### src/rtl/sfr_pkg.sv
package sfr_pkg;

    localparam logic [31:0] CRC_POLY_REFL = 32'hEDB88320;
    localparam logic [31:0] CRC_SEED      = 32'hFFFF_FFFF;
    // register value left after running data followed by its own CRC
    localparam logic [31:0] CRC_RESIDUE   = 32'hDEBB20E3;

    typedef enum logic {
        ST_IDLE,
        ST_RECV
    } rx_state_e;

    typedef struct packed {
        logic fall;   // serial clock falling edge seen this cycle
        logic bit_v;  // data value aligned with that edge
    } edge_ev_t;

    typedef struct packed {
        logic crc_ok;
        logic len_err;
        logic stop_err;
    } frame_status_t;

    function automatic logic [31:0] crc32_byte(input logic [31:0] c, input logic [7:0] b);
        logic [31:0] r;
        r = c ^ {24'd0, b};
        for (int i = 0; i < 8; i++) begin
            r = r[0] ? ((r >> 1) ^ CRC_POLY_REFL) : (r >> 1);
        end
        return r;
    endfunction

endpackage

### src/rtl/rx_sync.sv
module rx_sync #(
    parameter int   STAGES    = 2,
    parameter logic RESET_VAL = 1'b1
) (
    input  logic clk,
    input  logic rst,
    input  logic d,
    output logic q
);
    logic [STAGES-1:0] stg;

    always_ff @(posedge clk) begin
        if (rst) begin
            stg <= {STAGES{RESET_VAL}};
        end else begin
            stg <= {stg[STAGES-2:0], d};
        end
    end

    assign q = stg[STAGES-1];
endmodule

### src/rtl/rx_edge.sv
module rx_edge
    import sfr_pkg::*;
(
    input  logic     clk,
    input  logic     rst,
    input  logic     sclk_s,
    input  logic     sdat_s,
    output edge_ev_t ev
);
    logic sclk_prev;

    always_ff @(posedge clk) begin
        if (rst) sclk_prev <= 1'b1;
        else     sclk_prev <= sclk_s;
    end

    assign ev.fall  = sclk_prev & ~sclk_s;
    assign ev.bit_v = sdat_s;

    // one edge yields one bit, never two cycles in a row
    p_fall_single_r2: assert property (@(posedge clk) disable iff (rst)
        ev.fall |=> !ev.fall);
endmodule

### src/rtl/rx_crc.sv
module rx_crc
    import sfr_pkg::*;
(
    input  logic       clk,
    input  logic       rst,
    input  logic       init,
    input  logic       en,
    input  logic [7:0] data,
    output logic       match
);
    logic [31:0] crc_q;

    always_ff @(posedge clk) begin
        if (rst || init) crc_q <= CRC_SEED;
        else if (en)     crc_q <= crc32_byte(crc_q, data);
    end

    assign match = (crc_q == CRC_RESIDUE);

    // a new frame always starts from the seed
    p_seed_r9: assert property (@(posedge clk) disable iff (rst)
        init |=> !match);
endmodule

### src/rtl/rx_framer.sv
module rx_framer
    import sfr_pkg::*;
#(
    parameter int MIN_BYTES  = 10,
    parameter int MAX_BYTES  = 32,
    parameter int IDLE_LIMIT = 64
) (
    input  logic          clk,
    input  logic          rst,
    input  edge_ev_t      ev,
    input  logic          crc_match,
    output logic          crc_init,
    output logic          crc_en,
    output logic [7:0]    crc_data,
    output logic [7:0]    out_byte,
    output logic          out_valid,
    output logic          out_last,
    output logic          done,
    output frame_status_t status
);
    localparam int NBW = $clog2(MAX_BYTES + 2);
    localparam int GW  = $clog2(IDLE_LIMIT + 1);
    localparam logic [NBW-1:0] NB_MIN = NBW'(MIN_BYTES);
    localparam logic [NBW-1:0] NB_MAX = NBW'(MAX_BYTES);
    localparam logic [NBW-1:0] NB_SAT = NBW'(MAX_BYTES + 1);
    localparam logic [GW-1:0]  GAP_END = GW'(IDLE_LIMIT - 1);

    rx_state_e      state;
    logic [7:0]     shreg;
    logic [2:0]     nib;
    logic [NBW-1:0] nbytes;
    logic [GW-1:0]  gap;
    logic [7:0]     pend;
    logic           pend_v;
    logic           last_bit;
    logic [7:0]     next_byte;

    assign next_byte = {shreg[6:0], ev.bit_v};

    always_ff @(posedge clk) begin
        if (rst) begin
            state     <= ST_IDLE;
            shreg     <= '0;
            nib       <= '0;
            nbytes    <= '0;
            gap       <= '0;
            pend      <= '0;
            pend_v    <= 1'b0;
            last_bit  <= 1'b0;
            crc_init  <= 1'b0;
            crc_en    <= 1'b0;
            crc_data  <= '0;
            out_byte  <= '0;
            out_valid <= 1'b0;
            out_last  <= 1'b0;
            done      <= 1'b0;
            status    <= '0;
        end else begin
            crc_init  <= 1'b0;
            crc_en    <= 1'b0;
            out_valid <= 1'b0;
            out_last  <= 1'b0;
            done      <= 1'b0;
            unique case (state)
                ST_IDLE: begin
                    if (ev.fall && !ev.bit_v) begin
                        state    <= ST_RECV;
                        nib      <= '0;
                        nbytes   <= '0;
                        gap      <= '0;
                        pend_v   <= 1'b0;
                        crc_init <= 1'b1;
                    end
                end
                ST_RECV: begin
                    if (ev.fall) begin
                        gap      <= '0;
                        shreg    <= next_byte;
                        last_bit <= ev.bit_v;
                        if (nib == 3'd7) begin
                            nib      <= '0;
                            crc_en   <= 1'b1;
                            crc_data <= next_byte;
                            pend     <= next_byte;
                            pend_v   <= 1'b1;
                            if (nbytes != NB_SAT) nbytes <= nbytes + 1'b1;
                            if (pend_v) begin
                                out_byte  <= pend;
                                out_valid <= 1'b1;
                            end
                        end else begin
                            nib <= nib + 3'd1;
                        end
                    end else if (gap == GAP_END) begin
                        state           <= ST_IDLE;
                        done            <= 1'b1;
                        status.len_err  <= (nib != 3'd1) || (nbytes < NB_MIN) || (nbytes > NB_MAX);
                        status.stop_err <= (nib == 3'd1) && !last_bit;
                        status.crc_ok   <= (nib == 3'd1) && (nbytes >= NB_MIN) &&
                                           (nbytes <= NB_MAX) && crc_match;
                        if (pend_v) begin
                            out_byte  <= pend;
                            out_valid <= 1'b1;
                            out_last  <= 1'b1;
                        end
                        pend_v <= 1'b0;
                    end else begin
                        gap <= gap + 1'b1;
                    end
                end
                default: state <= ST_IDLE;
            endcase
        end
    end

    // last strobe only together with the end-of-frame pulse
    p_last_with_done_r5: assert property (@(posedge clk) disable iff (rst)
        out_last |-> (done && out_valid));

    // done is a single-cycle pulse
    p_done_pulse_r6: assert property (@(posedge clk) disable iff (rst)
        done |=> !done);

    // the end is only declared after a cycle without a serial edge
    p_quiet_end_r4: assert property (@(posedge clk) disable iff (rst)
        done |-> $past(!ev.fall));

    // an idle receiver emits nothing
    p_idle_silent_r3: assert property (@(posedge clk) disable iff (rst)
        (state == ST_IDLE && !done) |-> !out_valid);
endmodule

### src/rtl/serial_frame_rx.sv
module serial_frame_rx
    import sfr_pkg::*;
#(
    parameter int SYNC_STAGES = 2,
    parameter int MIN_BYTES   = 10,
    parameter int MAX_BYTES   = 32,
    parameter int IDLE_LIMIT  = 64
) (
    input  logic       clk,
    input  logic       rst,
    input  logic       sclk_in,
    input  logic       sdat_in,
    output logic [7:0] rx_byte,
    output logic       rx_valid,
    output logic       rx_last,
    output logic       frame_done,
    output logic       frame_crc_ok,
    output logic       frame_len_err,
    output logic       frame_stop_err
);
    localparam int LANES = 2;

    logic [LANES-1:0] lanes_raw;
    logic [LANES-1:0] lanes_s;
    edge_ev_t         ev;
    logic             crc_init;
    logic             crc_en;
    logic [7:0]       crc_data;
    logic             crc_match;
    frame_status_t    status;

    assign lanes_raw = {sclk_in, sdat_in};

    for (genvar l = 0; l < LANES; l++) begin : g_lane
        rx_sync #(
            .STAGES   (SYNC_STAGES),
            .RESET_VAL(1'b1)
        ) u_sync (
            .clk(clk),
            .rst(rst),
            .d  (lanes_raw[l]),
            .q  (lanes_s[l])
        );
    end

    rx_edge u_edge (
        .clk   (clk),
        .rst   (rst),
        .sclk_s(lanes_s[1]),
        .sdat_s(lanes_s[0]),
        .ev    (ev)
    );

    rx_crc u_crc (
        .clk  (clk),
        .rst  (rst),
        .init (crc_init),
        .en   (crc_en),
        .data (crc_data),
        .match(crc_match)
    );

    rx_framer #(
        .MIN_BYTES (MIN_BYTES),
        .MAX_BYTES (MAX_BYTES),
        .IDLE_LIMIT(IDLE_LIMIT)
    ) u_framer (
        .clk      (clk),
        .rst      (rst),
        .ev       (ev),
        .crc_match(crc_match),
        .crc_init (crc_init),
        .crc_en   (crc_en),
        .crc_data (crc_data),
        .out_byte (rx_byte),
        .out_valid(rx_valid),
        .out_last (rx_last),
        .done     (frame_done),
        .status   (status)
    );

    assign frame_crc_ok   = status.crc_ok;
    assign frame_len_err  = status.len_err;
    assign frame_stop_err = status.stop_err;
endmodule

### config.mk
export PLATFORM = sky130hd
export DESIGN_NAME = serial_frame_rx
export DESIGN_NICKNAME = d
export VERILOG_FILES = /design/src/rtl/sfr_pkg.sv /design/src/rtl/rx_sync.sv /design/src/rtl/rx_edge.sv /design/src/rtl/rx_crc.sv /design/src/rtl/rx_framer.sv /design/src/rtl/serial_frame_rx.sv
export SDC_FILE = /design/constraint.sdc
export NUM_CORES = 1
export LEC_CHECK = 0
export BUFFER_PORTS_ARGS = -buffer_cell sky130_fd_sc_hd__buf_2
export CORE_UTILIZATION = 26
export DETAILED_ROUTE_END_ITERATION = 10
export PLACE_DENSITY = 0.41
export RECOVER_POWER = 50
export SYNTH_ARGS = -nofsm -noshare
export SYNTH_HDL_FRONTEND = slang
export SYNTH_SLANG_ARGS = --single-unit
### constraint.sdc
create_clock -name clk -period 5.39 [get_ports clk]
set_input_delay 0.8085 -clock clk [delete_from_list [all_inputs] [get_ports clk]]
set_output_delay 0.8085 -clock clk [all_outputs]
set_load 0.1 [all_outputs]
# Word level (Yosys, flattened, before mapping)
# Index checks and enable logic that the tools add are counted.
# totals
ff_bits	87
output_inout_bits	14
wordCells	118
# op_classes
addsub	3
n_lt_le_gt_ge	4
eq_ne	14
n_mux	40
bitwise	13
n_reduce_logical	23
# ops
cell	count
$mux W32	8
$not A13 Y14	8
$eq A32 B32 Y1 const B	1
$mux W8	4
$xor A32 B8 Y32	1
$mux W6	4
$mux W7	3
$pmux W7 S2	1
$mux W1	13
$pmux W6 S2	1
$reduce_and A3 Y1	4
$mux W3	3
$add A7 B1 Y7 const B	1
$eq A7 B6 Y1 const B	1
$add A6 B1 Y6 const B	1
$ge A6 B4 Y1 const B	1
$gt A6 B6 Y1 const B	1
$le A6 B6 Y1 const B	1
$lt A6 B4 Y1 const B	1
$ne A2 B2 Y1 const B	3
$ne A3 B2 Y1 const B	2
$ne A6 B6 Y1 const B	1
$pmux W3 S2	1
$reduce_and A2 Y1	3
16 further kinds	29

# Longest topological paths before layout
# depth
word_depth	17
ltp_mapped	7

# By module
# Synthesis repeated with hierarchy kept, for this count alone.
# hier_totals
hier_cells	469
hier_area_um2	4206.5
# modules_own_cells
module	instances	cells_per_inst	area_each_um2	seq_area_each_um2
rx_framer	1	249	2125.8	980.9
rx_crc	1	208	1933.1	640.6
rx_sync	2	4	52.6	40.0
rx_edge	1	4	42.5	20.0

# Worst setup path after synthesis
# OpenSTA, ideal clock, no wires.
# synth_timing
path_kind	input port to flip-flop
start	input rst
end	register u_crc.crc_q[18]
arrival_time_ps	1667
setup_slack_ps	3593
stages	5
path_buffers	2
cell_sequence	or2_2 clkbuf_1 clkbuf_1 a21oi_1 o31ai_2
# synth_between
elab_chain_cells	1
# synth_lines
item	line	rtl
from (decl)	serial_frame_rx.sv:10	input logic rst,
$logic_or A1 B1 Y1	rx_crc.sv:14	if (rst || init) crc_q <= CRC_SEED;
to (signal assigned)	rx_crc.sv:15	else if (en) crc_q <= crc32_byte(crc_q, data);
to (decl)	rx_crc.sv:11	logic [31:0] crc_q;
# No other way between the ends.
# A chain may end at the register's enable or synchronous reset.

# Worst setup path after layout
# layout_timing
start	input rst
end	register u_crc.crc_q[28]
# The elaborated chain is that of the path after synthesis.

==> flow_summary_export.csv <==
group,metric,value,unit
synthesis,seq_area_frac_synth,0.4142,
clock_network,cts_root_buf,"clkbuf_16",
grt,grt_overflow,0,
power,total_power,1.284,mW
synthesis,synth_edf_count,0,
sta,hold_slack,409.1,ps
detailed_routing,ant_nets,0,
placement,port_buffers,17,
sta,drv_slew,49,
layout,multi_input_area,0.002340,mm²
layout,final_nets,476,
sta,min_period,3448,ps
synthesis,synthArstFlopShare,0,
floorplan,ios,18,
layout,fillers,1658,
critical_path,critPathArrivalTime,3720,ps
clock_network,cts_max_path_buffers,2,
grt,grt_antenna_before_repair,0,
grt,grt_pass1_vias,2892,
synthesis,synth_nets,465,
sta,fin_crit_sh,0.6397,
floorplan,start_util,0.2694,
grt,grt_start_max_net_pins,49,
clock_network,cts_setup_buffers,0,
detailed_routing,first_pass_iters,4,
synthesis,avgSynthCellArea,9.155,µm²
floorplan,fp.dieH,128.4,µm
critical_path,critPathKind,"input pin to flop",
sta,fmax,290.0,MHz
grt,grt_pass1_wl,15.89,mm
power,leakagePower,1.657,nW
sta,fin_setup_tns,0,ps
synthesis,synth-seq-cells,86,
detailed_routing,routed_wirelength,9.355,mm
sta,grt_setup_unrepaired,"false",
detailed_routing,wl_per_cell,13.74,µm
critical_path,critPathMaxFanout,48,
synthesis,synth_cell_type_count,50,
placement,placed_area,0.004448,mm²
clock_network,clkLatencyLatePin,340,ps
clock_network,holdBufCountCts,0,
synthesis,synth_ff_type,"dfxtp_1",
clock_network,cts_tree,"done",
power,powerDensity,271.4,mW/mm²
floorplan,core_area,0.01543,mm²
run_status,status,"finished, violations left",
critical_path,path_buf_inv,1,
power,irDropWorstVdd,0.1979,mV
critical_path,worstPathCellList,"clkbuf_1 -> or2_0 -> nor2_1 -> a21oi_1",
clock_network,clkSlewWorstSetupHoldPaths,60,ps
run,maxCapViolCount,1,
clock_network,cts_inserted_buffers,9,
floorplan,dieArea,0.01650,mm²
layout,synthToLayoutAreaGrowth,13.82,%
clock_network,cts.sinks,86,
grt,track_usage,0.1274,
critical_path,critical-path-slowest-cell,"clkbuf_1",
sta,worst_pin_slew,1993,ps
layout,final_area,0.004731,mm²
floorplan,num_rows,45,
layout,utilization,0.3067,
critical_path,crit_family,"buffers and inverters",
synthesis,yosys_warnings,0,
layout,seqCellArea,0.001722,mm²
run_status,violations,"max-capacitance violations, max-slew violations",
sta,fin_skew,6.882,ps
placement,post-dp-hpwl,6.735,mm
clock_network,htreeDepth,3,
placement,globalplace.congestion,0.7279,
floorplan,die_x,128.4,µm
critical_path,crit_path_max_incr_delay,1390,ps
hold_path,holdCritPathClass,"flop to flop",
critical_path,required,5660,ps
synthesis,synthCells,454,
critical_path,start_kind,"input pin",
layout,drive_gt1_frac,0.09362,
detailed_routing,routed_via_density,4.398,
synthesis,syn_area,0.004156,mm²
layout,n_antenna_cell,0,
detailed_routing,initialDrtViolationCount,118,
detailed_routing,via_count,2995,
clock_network,post_cts_resized,0,
detailed_routing,drc,0,
sta,finalHoldViolCount,0,
critical_path,end_kind,"flop",
sta,slew_headroom,-0.3284,
sta,finalSetupViolations,0,
==> state kept, by name, summed over array words and instances, names as in the netlist <==
register,flops
u_crc.crc_q,32
u_framer.out_byte,8
u_framer.pend,8
u_framer.gap,7
u_framer.shreg,7
u_framer.nbytes,6
g_lane.u_sync.stg,4
u_framer.nib,3
u_framer.status,3
u_edge.sclk_prev,1
u_framer.crc_en,1
u_framer.crc_init,1
u_framer.done,1
u_framer.out_last,1
u_framer.out_valid,1
u_framer.pend_v,1
u_framer.state,1
==> routing by layer <==
layer	GRT usage	part of all wire	up-vias
met4	0.06367	0.019	0
met1	0.1773	0.51	1399
li1	-	-	1555
met3	0.02328	0.024	12
met5	0	0	-
met2	0.1879	0.44	29
==> cell families (layout without fill, tap and decap cells) <==
kind of cell             Yosys count  count (layout)  share of synthesized area
AND/OR/NAND/NOR                  170             170                     0.1948
multiplexers                      12              12                    0.02890
buffers and inverters             25              41                    0.02288
XOR/XNOR                          78              78                     0.2113
AO/OA/AOI/OAI                     76              76                     0.1069
adder cells (fa/ha/maj)            7               7                    0.02107
flip-flops                        86              86                     0.4142
==> final timing paths <==
check             cells after the start                                 end                               start  slack, ps
hold / removal                        1  g_lane[1].u_sync.stg[1]$_SDFF_PP1_  g_lane[1].u_sync.stg[0]$_SDFF_PP1_        410
setup reg to reg                      5   u_framer.out_byte[4]$_SDFFE_PP0P_         u_edge.sclk_prev$_SDFF_PP1_       2830
setup / recovery                      4        u_crc.crc_q[28]$_SDFFE_PP1P_                                 rst       1940
hold reg to reg                       1  g_lane[1].u_sync.stg[1]$_SDFF_PP1_  g_lane[1].u_sync.stg[0]$_SDFF_PP1_        410
==> cell usage after synthesis (4+ instances only) <==
library cell	number	area share
xnor2_1	45	0.095
nand2_1	60	0.054
ha_1	7	0.021
and2_1	6	0.0090
nor4_1	5	0.0075
nand4_1	4	0.0060
xnor2_2	6	0.023
nor3_1	11	0.013
dfxtp_1	86	0.41
or2_2	7	0.011
clkbuf_1	17	0.015
o21ai_0	16	0.019
a21oi_1	38	0.046
nor2_1	51	0.046
o21ai_1	4	0.0048
xor2_1	18	0.038
mux2i_1	12	0.029
nand4b_1	4	0.0084
inv_1	5	0.0045
==> final cells by class <==
| cell class | instances | share of cell area |
|---|---|---|
| Sequential cell | 86 | 0.3639 |
| Timing Repair Buffer | 19 | 0.01719 |
| Tap cell | 211 | 0.05581 |
| Multi-Input combinational cell | 343 | 0.4946 |
| Clock inverter | 5 | 0.01243 |
| Inverter | 6 | 0.004761 |
| Clock buffer | 11 | 0.05131 |
==> worst reg2reg max path, delay by kind of cell, from the launching register on <==
| kind | cells | cell delay, ps |
|---|---|---|
| compound gates | 1 | 990 |
| mux | 1 | 300 |
| simple gates | 3 | 750 |
| flops | 1 | 340 |
==> power by group <==
part           switching (mW)  leakage, nW  total [mW]  internal, mW
combinational          0.0142        0.820      0.0183       0.00412
clock                   0.255        0.142       0.627         0.372
sequential            0.00153        0.695       0.639         0.637
total                   0.271         1.66        1.28          1.01
==> cell usage in the layout (no fill, tap or decap), types with 9 or more instances in the layout <==
cell type / count
a21oi_1: 38
clkbuf_1: 16
clkbuf_16: 9
dfxtp_1: 86
mux2i_1: 12
nand2_1: 60
nor2_1: 51
nor3_1: 11
o21ai_0: 19
xnor2_1: 45
xor2_1: 18
==> metrics by stage <==
| step | cells | worst slack, ps |
|---|---|---|
| final | 681 | 1942 |
| after global routing | 681 | 1529 |
| after CTS | 681 | 2783 |
| after detailed placement | 665 | 2785 |
| after global placement | 665 | 2853 |
| after floorplan | 454 | 3593 |
(Power assumes the default switching activity.)
